===== config.mk =====
export PLATFORM = sky130hd
export DESIGN_NAME = lif_neuron
export DESIGN_NICKNAME = d
export VERILOG_FILES = /design/src/rtl/lif_pkg.sv /design/src/rtl/lif_synapse.sv /design/src/rtl/lif_core.sv /design/src/rtl/lif_threshold.sv /design/src/rtl/lif_neuron.sv
export SDC_FILE = /design/constraint.sdc
export NUM_CORES = 1
export LEC_CHECK = 0
export ABC_AREA = 1
export CAP_MARGIN = 25
export CORE_MARGIN = 2
export CORE_UTILIZATION = 47
export CTS_CLUSTER_DIAMETER = 200
export DETAILED_ROUTE_END_ITERATION = 6
export PLACE_DENSITY = 0.81
export SYNTH_ARGS = -nofsm -noshare
export SYNTH_HDL_FRONTEND = slang
export SYNTH_SLANG_ARGS = --single-unit

===== constraint.sdc =====
create_clock -name clk -period 2.3 [get_ports clk]
set_clock_uncertainty 0.05 [all_clocks]
set_input_delay 0.345 -clock clk [delete_from_list [all_inputs] [get_ports clk]]
set_output_delay 0.345 -clock clk [all_outputs]
set_load 0.01 [all_outputs]

===== src/rtl/lif_pkg.sv =====
package lif_pkg;
  typedef enum logic {
    POL_EXCITE  = 1'b0,
    POL_INHIBIT = 1'b1
  } polarity_e;
endpackage


===== src/rtl/lif_synapse.sv =====
module lif_synapse
  import lif_pkg::*;
#(
  parameter int WEIGHT_W = 7
) (
  input  logic                clk,
  input  logic                rst_n,
  input  logic                in_valid,
  output logic                in_ready,
  input  logic [WEIGHT_W-1:0] in_weight,
  input  polarity_e           in_pol,
  output logic                pulse,
  output polarity_e           pulse_pol
);
  logic [WEIGHT_W-1:0] remain_q;
  polarity_e           pol_q;

  assign in_ready  = (remain_q == '0);
  assign pulse     = !in_ready;
  assign pulse_pol = pol_q;

  always_ff @(posedge clk) begin
    if (!rst_n) begin
      remain_q <= '0;
      pol_q    <= POL_EXCITE;
    end else if (in_valid && in_ready) begin
      remain_q <= in_weight;
      pol_q    <= in_pol;
    end else if (remain_q != '0) begin
      remain_q <= remain_q - 1'b1;
    end
  end

  // a nonzero accepted weight raises the pulse on the next edge
  a_r2_pulse_start: assert property (@(posedge clk) disable iff (!rst_n)
    (in_valid && in_ready && in_weight != '0) |=> pulse);

  // an offer while busy does not reload the countdown
  a_r3_busy_ignored: assert property (@(posedge clk) disable iff (!rst_n)
    (in_valid && !in_ready) |=> (remain_q == $past(remain_q) - 1'b1));

  // polarity is steady across a running pulse
  a_r3_pol_steady: assert property (@(posedge clk) disable iff (!rst_n)
    (pulse && $past(pulse)) |-> $stable(pulse_pol));
endmodule


===== src/rtl/lif_core.sv =====
module lif_core
  import lif_pkg::*;
#(
  parameter int POT_W  = 8,
  parameter int LEAK_W = 8
) (
  input  logic              clk,
  input  logic              rst_n,
  input  logic              pulse,
  input  polarity_e         pulse_pol,
  input  logic              leak_en,
  input  logic [LEAK_W-1:0] leak_period,
  input  logic              fire,
  output logic              inc_step,
  output logic [POT_W-1:0]  inc_value,
  output logic [POT_W-1:0]  pot
);
  localparam logic [POT_W-1:0] POT_MAX = {POT_W{1'b1}};

  logic [POT_W-1:0]  pot_q;
  logic [LEAK_W-1:0] lk_q;
  logic [LEAK_W:0]   lk_plus;
  logic              dec_step;
  logic              leak_tick;

  assign inc_step  = pulse && (pulse_pol == POL_EXCITE) && (pot_q != POT_MAX);
  assign dec_step  = pulse && (pulse_pol == POL_INHIBIT) && (pot_q != '0);
  assign inc_value = pot_q + 1'b1;
  assign lk_plus   = {1'b0, lk_q} + 1'b1;
  assign leak_tick = !pulse && leak_en && (lk_plus >= {1'b0, leak_period});
  assign pot       = pot_q;

  always_ff @(posedge clk) begin
    if (!rst_n) begin
      lk_q <= '0;
    end else if (pulse || fire || !leak_en || leak_tick) begin
      lk_q <= '0;
    end else begin
      lk_q <= lk_plus[LEAK_W-1:0];
    end
  end

  always_ff @(posedge clk) begin
    if (!rst_n) begin
      pot_q <= '0;
    end else if (fire) begin
      pot_q <= '0;
    end else if (inc_step) begin
      pot_q <= inc_value;
    end else if (dec_step) begin
      pot_q <= pot_q - 1'b1;
    end else if (leak_tick && pot_q != '0) begin
      pot_q <= pot_q - 1'b1;
    end
  end

  // excitatory step raises by one, holds at the ceiling
  a_r4_inc_sat: assert property (@(posedge clk) disable iff (!rst_n)
    (pulse && pulse_pol == POL_EXCITE && !fire) |=>
      (pot_q == (($past(pot_q) == POT_MAX) ? POT_MAX : $past(pot_q) + 1'b1)));

  // inhibitory step lowers by one, floors at zero
  a_r5_dec_floor: assert property (@(posedge clk) disable iff (!rst_n)
    (pulse && pulse_pol == POL_INHIBIT) |=>
      (pot_q == (($past(pot_q) == '0) ? '0 : $past(pot_q) - 1'b1)));

  // a fire returns the membrane to rest
  a_r6_rest: assert property (@(posedge clk) disable iff (!rst_n)
    fire |=> (pot_q == '0));

  // idle with leak off holds the potential
  a_r8_leak_off: assert property (@(posedge clk) disable iff (!rst_n)
    (!pulse && !leak_en) |=> $stable(pot_q));

  // idle leak moves by at most one
  a_r8_leak_step: assert property (@(posedge clk) disable iff (!rst_n)
    !pulse |=> (pot_q == $past(pot_q) || pot_q == $past(pot_q) - 1'b1));

  // period count restarts during a pulse
  a_r9_restart: assert property (@(posedge clk) disable iff (!rst_n)
    pulse |=> (lk_q == '0));
endmodule


===== src/rtl/lif_threshold.sv =====
module lif_threshold #(
  parameter int POT_W = 8
) (
  input  logic             clk,
  input  logic             rst_n,
  input  logic             inc_step,
  input  logic [POT_W-1:0] inc_value,
  input  logic [POT_W-1:0] threshold,
  output logic             fire,
  output logic             spike_q
);
  assign fire = inc_step && (inc_value > threshold);

  always_ff @(posedge clk) begin
    if (!rst_n) spike_q <= 1'b0;
    else        spike_q <= fire;
  end

  // output spike never lasts two cycles
  a_r6_one_cycle: assert property (@(posedge clk) disable iff (!rst_n)
    spike_q |=> !spike_q);

  // no increment, no spike
  a_r7_inc_only: assert property (@(posedge clk) disable iff (!rst_n)
    !inc_step |=> !spike_q);
endmodule


===== src/rtl/lif_neuron.sv =====
module lif_neuron
  import lif_pkg::*;
#(
  parameter int WEIGHT_W = 7,
  parameter int POT_W    = 8,
  parameter int LEAK_W   = 8
) (
  input  logic                clk,
  input  logic                rst_n,
  input  logic                spk_valid,
  output logic                spk_ready,
  input  logic [WEIGHT_W-1:0] spk_weight,
  input  logic                spk_inhib,
  input  logic                leak_en,
  input  logic [LEAK_W-1:0]   leak_period,
  input  logic [POT_W-1:0]    threshold,
  output logic                fire_out,
  output logic [POT_W-1:0]    potential
);
  logic             pulse;
  polarity_e        pulse_pol;
  polarity_e        in_pol;
  logic             inc_step;
  logic [POT_W-1:0] inc_value;
  logic             fire;

  assign in_pol = spk_inhib ? POL_INHIBIT : POL_EXCITE;

  lif_synapse #(.WEIGHT_W(WEIGHT_W)) u_syn (
    .clk(clk), .rst_n(rst_n),
    .in_valid(spk_valid), .in_ready(spk_ready),
    .in_weight(spk_weight), .in_pol(in_pol),
    .pulse(pulse), .pulse_pol(pulse_pol)
  );

  lif_core #(.POT_W(POT_W), .LEAK_W(LEAK_W)) u_core (
    .clk(clk), .rst_n(rst_n),
    .pulse(pulse), .pulse_pol(pulse_pol),
    .leak_en(leak_en), .leak_period(leak_period),
    .fire(fire), .inc_step(inc_step), .inc_value(inc_value),
    .pot(potential)
  );

  lif_threshold #(.POT_W(POT_W)) u_thr (
    .clk(clk), .rst_n(rst_n),
    .inc_step(inc_step), .inc_value(inc_value),
    .threshold(threshold), .fire(fire), .spike_q(fire_out)
  );

  // idle after reset
  a_r1_reset_idle: assert property (@(posedge clk)
    !rst_n |=> (spk_ready && !fire_out && potential == '0));
endmodule


==> results summary, run 1 <==
The number of antenna violations at the first check in global routing is 0. The CTS root buffer is sky130_fd_sc_hd__clkbuf_8. After synthesis the cells add up to ~1900 um2. After floorplanning, the core was sized to cover about 4000 um2. Setup slack on the critical path of the routed design comes to -0.159 ns. The number of buffers added by the clock tree synthesis step came out at 3. The count of vias placed by the detailed router came out at around 1900. The cell count after placement is between 300 and 400.

In this run the mean area of a mapped cell was slightly below 7 um2. At the worst endpoint, the required time is approximately 2.4 ns. The post-synthesis cell count came out at around 280.

The most common library cell in the layout ignoring fill and taps is sky130_fd_sc_hd__nand2_1. The synthesized-area fraction occupied by ao, oa, aoi and oai cells was 0.0819. Setup repair after global routing could not meet its margin everywhere. The share of synthesized cell area in full adder, half adder and majority cells came out at 0.136. The repair_antennas step left the layout with diodes totalling 0. Of the synthesized area, sequential elements account for 0.260. The depth of the worst hold-timing path came out at 2. The Yosys warning count came out at 0.

The detailed-route vias per instance is approximately 4.8. The number of nets in the layout came out at around 400. The placed wire-length estimate after detailed placement is approximately 3400 um. The minimum period implied by the final worst setup slack came out at about 2.5 ns.

The max-cap check violation count came out at 0. The area of the multi-input gates is 1390 um2. The number of cells in the finished layout apart from fillers came out at between 300 and 400. In this run the tool buffered the top-level ports with 37 buffer cells. The startpoint kind of the worst setup timing path is a flip-flop. The TritonCTS sink count is 25.

The DRC violation total after the first TritonRoute iteration came out at 52. The number of nets with antenna violations after detailed routing is 0. The run finished, with violations left. Relative to the synthesized area, the layout overhead comes to 45.6%. The element type at the critical path end is a flip-flop. The synthesized design contains 25 register bits. The detailed-routing iteration count for the pre-antenna-repair pass is 4.

The multiplexer share of the synthesized area is 0. The worst hold path begins at u_syn.remain_q[6]$_SDFFE_PN0P_. The cell area power density came out at around 1000 nW/um2.

The largest net degree at the start of global routing is 17. The number of buffers added to fix hold violations after cts is 0. The measured slew at the worst slew-check pin came out at 0.475 ns.

The worst vdd rail ir drop came out at about 630 uV. When the netlist entered floorplanning its net count stood at between 300 and 400. For hold timing, the worst endpoint is u_syn.remain_q[6]$_SDFFE_PN0P_. The die footprint came out at between 4000 and 5000 um2.

For this design the static power due to leakage is roughly 0.0014 uW. The checks that failed: setup timing. The worst hold path class is flip-flop to flip-flop. The congestion estimate from routability-driven global placement came to about 0.9. The top cell types in the final layout, fill and taps aside, are sky130_fd_sc_hd__nand2_1 (52), sky130_fd_sc_hd__inv_1 (46), sky130_fd_sc_hd__clkdlybuf4s50_1 (36).

The insertion delay to the later sink of the worst-skew pair is roughly 0.27 ns. Across every metal layer, demand over resource in global routing totals 0.217. The floorplan has 23 rows.

The total of fill cells in the finished design is 321. The number of max-slew violations in the final report came out at 0. In this run the worst path has a maximum fanout of 6. After detailed routing, the total wire length is about 4600 um. The I/O pin total is 38. The critical register-to-register path startpoint is u_core.pot[0]$_SDFFE_PP0P_. Global routing finished with a remaining overflow of 0. Of the cells placed in the final design, the portion with a size suffix greater than 1 is 0.264. The worst register-to-register path has a setup slack of -0.16 ns. The die outline width is slightly below 70 um. The portion of the clock cycle consumed by the worst path in the final layout is 1.07. In this run the critical register-to-register path is captured at u_core.pot[6]$_SDFFE_PP0P_. The number of different library cells in the post-synthesis netlist is 30.

The number of cells on the worst reg-to-reg path is 16. The critical path is of the flip-flop to flip-flop type. The sequential cell area is 507 um2. The data arrival time of the critical path is roughly 2.6 ns. The clock transition at the registers of the reported paths is ~0.10 ns. In the final routed layout, each cell accounts on average for ~11 um.

The count of final setup violators is 9. By area, the combinational part of the netlist is dominated by simple AND/OR/NAND/NOR gates. TritonCTS built the clock tree. Static timing analysis puts the maximum clock frequency at 407 MHz. The total DRC errors in the routed layout came out at 0. The number of levels in the clock H-tree is 1.

The simple-gate share of the synthesized area came out at 0.331. The first global-routing pass estimated ~7800 um of wire. The number of failing hold endpoints at the final stage came out at 0. The fraction of synthesized cell area in xor and xnor cells is 0.0682. The worst slew slack as a fraction of its limit is 0.683. The height of the die is around 70 um. The maximum buffer depth of the clock tree is 2. The worst hold slack after final layout is 0.460 ns. The number of global-route vias before repair came out at 1808.

For this configuration, the core starts out at a cell density of 0.485.
-- layout make-up --
cell class / count / area share
clock buffer: 3 / 0.0147
timing repair buffer: 64 / 0.209
clock inverter: 1 / 0.00312
multi-input combinational: 202 / 0.495
tap: 50 / 0.0223
inverter: 54 / 0.0745
sequential: 25 / 0.181
-- how the worst max path moves through the flow --
stage                                       endpoint                        from  cells after the start  slack (ns)
after global routing      u_core.pot[3]$_SDFFE_PP0P_  u_core.pot[0]$_SDFFE_PP0P_                     16       -0.37
after detailed placement  u_core.pot[7]$_SDFFE_PP0P_  u_core.pot[2]$_SDFFE_PP0P_                     16       -0.18
after CTS                 u_core.pot[7]$_SDFFE_PP0P_  u_core.pot[2]$_SDFFE_PP0P_                     16       -0.11
final                     u_core.pot[6]$_SDFFE_PP0P_  u_core.pot[0]$_SDFFE_PP0P_                     16       -0.16
after floorplan           u_core.pot[4]$_SDFFE_PP0P_  u_core.pot[2]$_SDFFE_PP0P_                     17        0.01
after global placement    u_core.pot[5]$_SDFFE_PP0P_  u_core.pot[1]$_SDFFE_PP0P_                     16       -0.20
-- metal layers --
layer | vias to the layer above | global-route usage | wire length, um
met3 | 8 | 0.0230 | 171
met2 | 47 | 0.382 | 2230
met4 | 0 | 0.0500 | 73
met1 | 836 | 0.284 | 2080
met5 | - | 0 | 0
li1 | 1022 | - | -
-- cells in the mapped netlist --
cell,instances,area share
sky130_fd_sc_hd__a21oi_1,10,0.026
sky130_fd_sc_hd__nand2_1,63,0.12
sky130_fd_sc_hd__buf_6,2,0.012
sky130_fd_sc_hd__nand3_1,8,0.021
sky130_fd_sc_hd__a31o_2,1,0.0045
sky130_fd_sc_hd__xor2_1,12,0.055
sky130_fd_sc_hd__a31oi_1,2,0.0065
sky130_fd_sc_hd__a21oi_2,1,0.0045
sky130_fd_sc_hd__xnor2_1,3,0.014
sky130_fd_sc_hd__ha_1,21,0.14
sky130_fd_sc_hd__o21bai_1,1,0.0039
sky130_fd_sc_hd__nand4_2,1,0.0065
sky130_fd_sc_hd__nor3_2,2,0.010
sky130_fd_sc_hd__nand3_2,2,0.010
sky130_fd_sc_hd__nor3_1,10,0.026
sky130_fd_sc_hd__inv_1,50,0.097
sky130_fd_sc_hd__nand2_2,1,0.0033
sky130_fd_sc_hd__nor2_4,2,0.012
sky130_fd_sc_hd__nor2_2,6,0.019
sky130_fd_sc_hd__clkbuf_1,1,0.0019
sky130_fd_sc_hd__dfxtp_1,25,0.26
sky130_fd_sc_hd__nand3_4,1,0.0091
sky130_fd_sc_hd__buf_2,1,0.0026
sky130_fd_sc_hd__clkinv_2,1,0.0026
sky130_fd_sc_hd__o211ai_1,2,0.0078
sky130_fd_sc_hd__o21ai_0,11,0.029
sky130_fd_sc_hd__nand4_1,5,0.016
sky130_fd_sc_hd__nor2_1,35,0.068
sky130_fd_sc_hd__inv_2,3,0.0058
sky130_fd_sc_hd__nor4_2,1,0.0065
-- cells by family (layout without fill, tap and decap cells) --
| kind of cell | Yosys count | in the layout |
|---|---|---|
| XOR/XNOR | 15 | 15 |
| AND/OR/NAND/NOR | 137 | 138 |
| AO/OA/AOI/OAI | 28 | 28 |
| flip-flops | 25 | 25 |
| buffers and inverters | 58 | 122 |
| adder cells (fa/ha/maj) | 21 | 21 |
-- per-stage QoR --
step | TNS, ns | util | total power, uW | worst slack [ns] | instance area, um2
3_3_place_gp | -1.39 | 0.629 | 2310 | -0.196 | 2500
6_report | -1.28 | 0.706 | 2860 | -0.159 | 2800
2_1_floorplan | 0 | - | 1850 | 0.0126 | 1940
5_1_grt | -3.14 | 0.706 | 3120 | -0.375 | 2800
3_5_place_dp | -1.26 | 0.629 | 2370 | -0.178 | 2500
4_1_cts | -0.736 | 0.683 | 2780 | -0.111 | 2710
-- power by group --
part | internal, uW | switching (uW) | leakage, uW | total [uW]
Sequential | 550 | 83.2 | 0.000207 | 633
Combinational | 845 | 1110 | 0.00116 | 1950
Clock | 127 | 149 | 0.0000261 | 276
-- sequential cells by signal, summed over array words and instances (netlist names) --
| register | count |
|---|---|
| u_core.lk_q | 8 |
| u_core.pot | 8 |
| u_syn.pulse_pol | 1 |
| u_syn.remain_q | 7 |
| u_thr.spike_q | 1 |
-- critical path: stages (launching register included) --
cell,delay (ns)
sky130_fd_sc_hd__dfxtp_2,0.34
sky130_fd_sc_hd__inv_2,0.05
sky130_fd_sc_hd__nor3_4,0.23
sky130_fd_sc_hd__nand4_1,0.16
sky130_fd_sc_hd__nor2_1,0.16
sky130_fd_sc_hd__xor2_1,0.22
sky130_fd_sc_hd__inv_1,0.11
sky130_fd_sc_hd__ha_4,0.29
sky130_fd_sc_hd__nand2_4,0.05
sky130_fd_sc_hd__nor2_2,0.07
sky130_fd_sc_hd__nand2_1,0.05
sky130_fd_sc_hd__o211ai_1,0.12
sky130_fd_sc_hd__nand3_2,0.15
sky130_fd_sc_hd__nand2_4,0.15
sky130_fd_sc_hd__inv_6,0.05
sky130_fd_sc_hd__nand2_1,0.07
sky130_fd_sc_hd__nor2_2,0.03
-- what timing repair did --
action | in CTS | in global routing
gates resized for setup | 27 | 20
pin swaps | 14 | 11
buffers inserted | 4 | 2
gates cloned | 1 | 0
endpoints found under the hold margin | 0 | 0
setup endpoints to repair | 9 | 18
Power figures use the tool's default switching activity.
==> run 2: changes to the inputs <==
Settings changed: REMOVE_ABC_BUFFERS set to 1.
==> results summary, run 2 (synthesis gave the netlist of run 1 again) <==
The height of the die is 68.0 um (unchanged). The clock transition at the registers of the reported paths is 0.08 ns (was 0.10 ns). The worst slack at placement is -0.106 ns (was -0.178 ns). The critical path class is flip-flop to flip-flop (unchanged). The total number of placement rows came out at 23 (unchanged).

The minimum period implied by the final worst setup slack is 2.35 ns (was 2.46 ns). The data arrival time of the critical path was 2.47 ns (was 2.57 ns). The synthesis-to-finish area growth came to 48.7% (was 45.6%). The launch instance of the worst min-delay path is u_syn.remain_q[6]$_SDFFE_PN0P_ (unchanged).

The DRC violation total after the first TritonRoute iteration is 158 (was 52). The number of buffers added to fix hold violations after cts was 0 (unchanged). The wire length per cell came out at 12.1 um (was 11.4 um).

The routability congestion estimate from global placement is 0.859 (was 0.912). The total DRC errors in the routed layout is 0 (unchanged). The die outline width was 68.0 um (unchanged).

The number of levels in the clock H-tree is 1 (unchanged). Most frequent cells in the layout: sky130_fd_sc_hd__nand2_1 (48), sky130_fd_sc_hd__inv_1 (47), sky130_fd_sc_hd__clkdlybuf4s50_1 (37) (was sky130_fd_sc_hd__nand2_1 (52), sky130_fd_sc_hd__inv_1 (46), sky130_fd_sc_hd__clkdlybuf4s50_1 (36)). The most common library cell in the layout ignoring fill and taps was sky130_fd_sc_hd__nand2_1 (unchanged). The startpoint of the most critical setup path is u_core.pot[0]$_SDFFE_PP0P_ (unchanged). The detailed-route wire length came out at 4880 um (was 4560 um).

The number of nets with antenna violations after detailed routing is 0 (unchanged). The number of antenna violations at the first check in global routing is 0 (unchanged). The insertion delay to the later sink of the worst-skew pair came to 0.27 ns (about the same). The placeable core area is 3970 um2 (unchanged). The cell area power density came out at 1030 nW/um2 (was 1020 nW/um2). The number of max-slew violations in the final report was 0 (unchanged).

The final total negative setup slack came out at -0.347 ns (was -1.28 ns). The number of cells in the finished layout apart from fillers is 404 (was 399). The worst slew slack as a fraction of its limit came out at 0.741 (was 0.683). The number of failing hold endpoints at the final stage came out at 0 (unchanged). The number of buffers added by the clock tree synthesis step came out at 3 (unchanged). The TritonCTS sink count came out at 25 (unchanged). The max-cap check violation count came out at 0 (unchanged). The total routing usage reported by global routing is 0.217 (about the same). The maximum buffer depth of the clock tree is 2 (unchanged). The total power after layout came to 2960 uW (was 2860 uW). The worst hold path class is flip-flop to flip-flop (unchanged).

The placed wire-length estimate after detailed placement was 3420 um (was 3430 um). The die footprint is 4620 um2 (unchanged). The worst vdd rail ir drop came to 803 uV (was 631 uV). Failing checks: setup timing (unchanged). The clock tree from TritonCTS is built (unchanged). The count of input and output buffers is 37 (unchanged). The measured slew at the worst slew-check pin came out at 0.387 ns (was 0.475 ns).

The startpoint kind of the worst setup timing path is a flip-flop (unchanged). The critical register-to-register path startpoint is u_core.pot[0]$_SDFFE_PP0P_ (unchanged). The detailed-route vias per instance came out at 4.99 (was 4.79). The CTS root buffer is sky130_fd_sc_hd__clkbuf_8 (unchanged). The fraction of layout instances using a drive strength above 1 was 0.285 (was 0.264). Setup repair after global routing missed its margin: yes (unchanged). The number of global-route vias before repair came out at 1846 (was 1808).

The portion of the clock cycle consumed by the worst path in the final layout is 1.02 (was 1.07). The I/O pin total came to 38 (unchanged). The largest driver fanout on the critical path came to 5 (was 6). The effective utilization at floorplan is 0.485 (unchanged). The number of diodes is 0 (unchanged).

The leakage dissipation came out at 0.00142 uW (was 0.00140 uW). The sum of overflow across all layers after global routing is 0 (unchanged). Outcome: complete, but fails checks (unchanged). The count of final setup violators was 8 (was 9). The number of nets in the layout was 404 (was 399). The cell count after placement came out at 388 (unchanged).

The element type at the critical path end is a flip-flop (unchanged). The data required time at the worst endpoint came out at 2.42 ns (was 2.41 ns). The count of vias placed by the detailed router came out at 2017 (was 1913). The detailed-routing iteration count for the pre-antenna-repair pass came to 4 (unchanged). The achievable frequency is 425 MHz (was 407 MHz). The wire length of the first global-routing pass is 7670 um (was 7830 um). The total of fill cells in the finished design is 294 (was 321). The core occupancy in the finished layout came out at 0.721 (was 0.706).

The final setup slack of the worst path came out at -0.0502 ns (was -0.159 ns). The largest net degree at the start of global routing came out at 15 (was 17).
[run 2: changes by cell type in the layout (fill, tap and decap cells not counted), sizes merged]
| cell | change |
|---|---|
| buf | +5 |
| clkdlybuf4s50 | +1 |
| clkinv | +1 |
| dlymetal6s2s | -1 |
| inv | -1 |
[run 2: final cells by class]
type | instances | area (um2) | share of cell area
repair buffers | 69 | 627 | 0.219
inverters | 54 | 209 | 0.0730
clock buffers | 3 | 41.3 | 0.0144
multi-input cells | 202 | 1410 | 0.493
clock inverters | 1 | 5.00 | 0.00175
well taps | 50 | 62.6 | 0.0218
flip-flops and latches | 25 | 507 | 0.177
[run 2: layer usage]
metal | up-vias | global-route usage | wire [um]
met1 | 912 | 0.256 | 2080
met3 | 15 | 0.0329 | 190
met2 | 60 | 0.393 | 2500
li1 | 1030 | - | -
met4 | 0 | 0.0775 | 108
met5 | - | 0 | 0
[run 2: final timing paths]
path,to,slack [ns],cells after the start
setup / recovery,u_core.pot[0]$_SDFFE_PP0P_,-0.05,16
hold reg to reg,u_syn.remain_q[6]$_SDFFE_PN0P_,0.46,2
setup reg to reg,u_core.pot[0]$_SDFFE_PP0P_,-0.05,16
hold / removal,u_syn.remain_q[6]$_SDFFE_PN0P_,0.46,2
[run 2: worst max-delay path: stages, from the launching register on]
cell,delay (ns)
sky130_fd_sc_hd__dfxtp_2,0.34
sky130_fd_sc_hd__buf_4,0.15
sky130_fd_sc_hd__ha_4,0.14
sky130_fd_sc_hd__nand2_2,0.07
sky130_fd_sc_hd__nor2_4,0.19
sky130_fd_sc_hd__nand4_4,0.11
sky130_fd_sc_hd__nand2_2,0.10
sky130_fd_sc_hd__inv_1,0.05
sky130_fd_sc_hd__ha_1,0.31
sky130_fd_sc_hd__nand2_4,0.07
sky130_fd_sc_hd__nor2_2,0.10
sky130_fd_sc_hd__nand2_1,0.07
sky130_fd_sc_hd__o211ai_1,0.10
sky130_fd_sc_hd__nand3_2,0.13
sky130_fd_sc_hd__nand2_4,0.12
sky130_fd_sc_hd__buf_4,0.12
sky130_fd_sc_hd__a21oi_2,0.03
[run 2: metrics by stage]
step | cell area (um2) | hold WS, ns
CTS | 2740 | 0.461
detailed placement | 2480 | 0.448
global route | 2860 | 0.505
global placement | 2480 | 0.442
floorplan | 1890 | 0.383
finish | 2860 | 0.465
[run 2: repair_timing]
action / in CTS / in global routing
buffers inserted: 6 / 5
pin swaps: 17 / 16
gates resized for setup: 37 / 19
setup endpoints to repair: 8 / 18
gates cloned: 1 / 0
[run 2: power by group]
| part | internal [uW] | total, uW | switching (uW) |
|---|---|---|---|
| clock | 122 | 264 | 143 |
| combinational | 898 | 2060 | 1160 |
| sequential | 550 | 632 | 82.4 |
| total | 1570 | 2960 | 1390 |
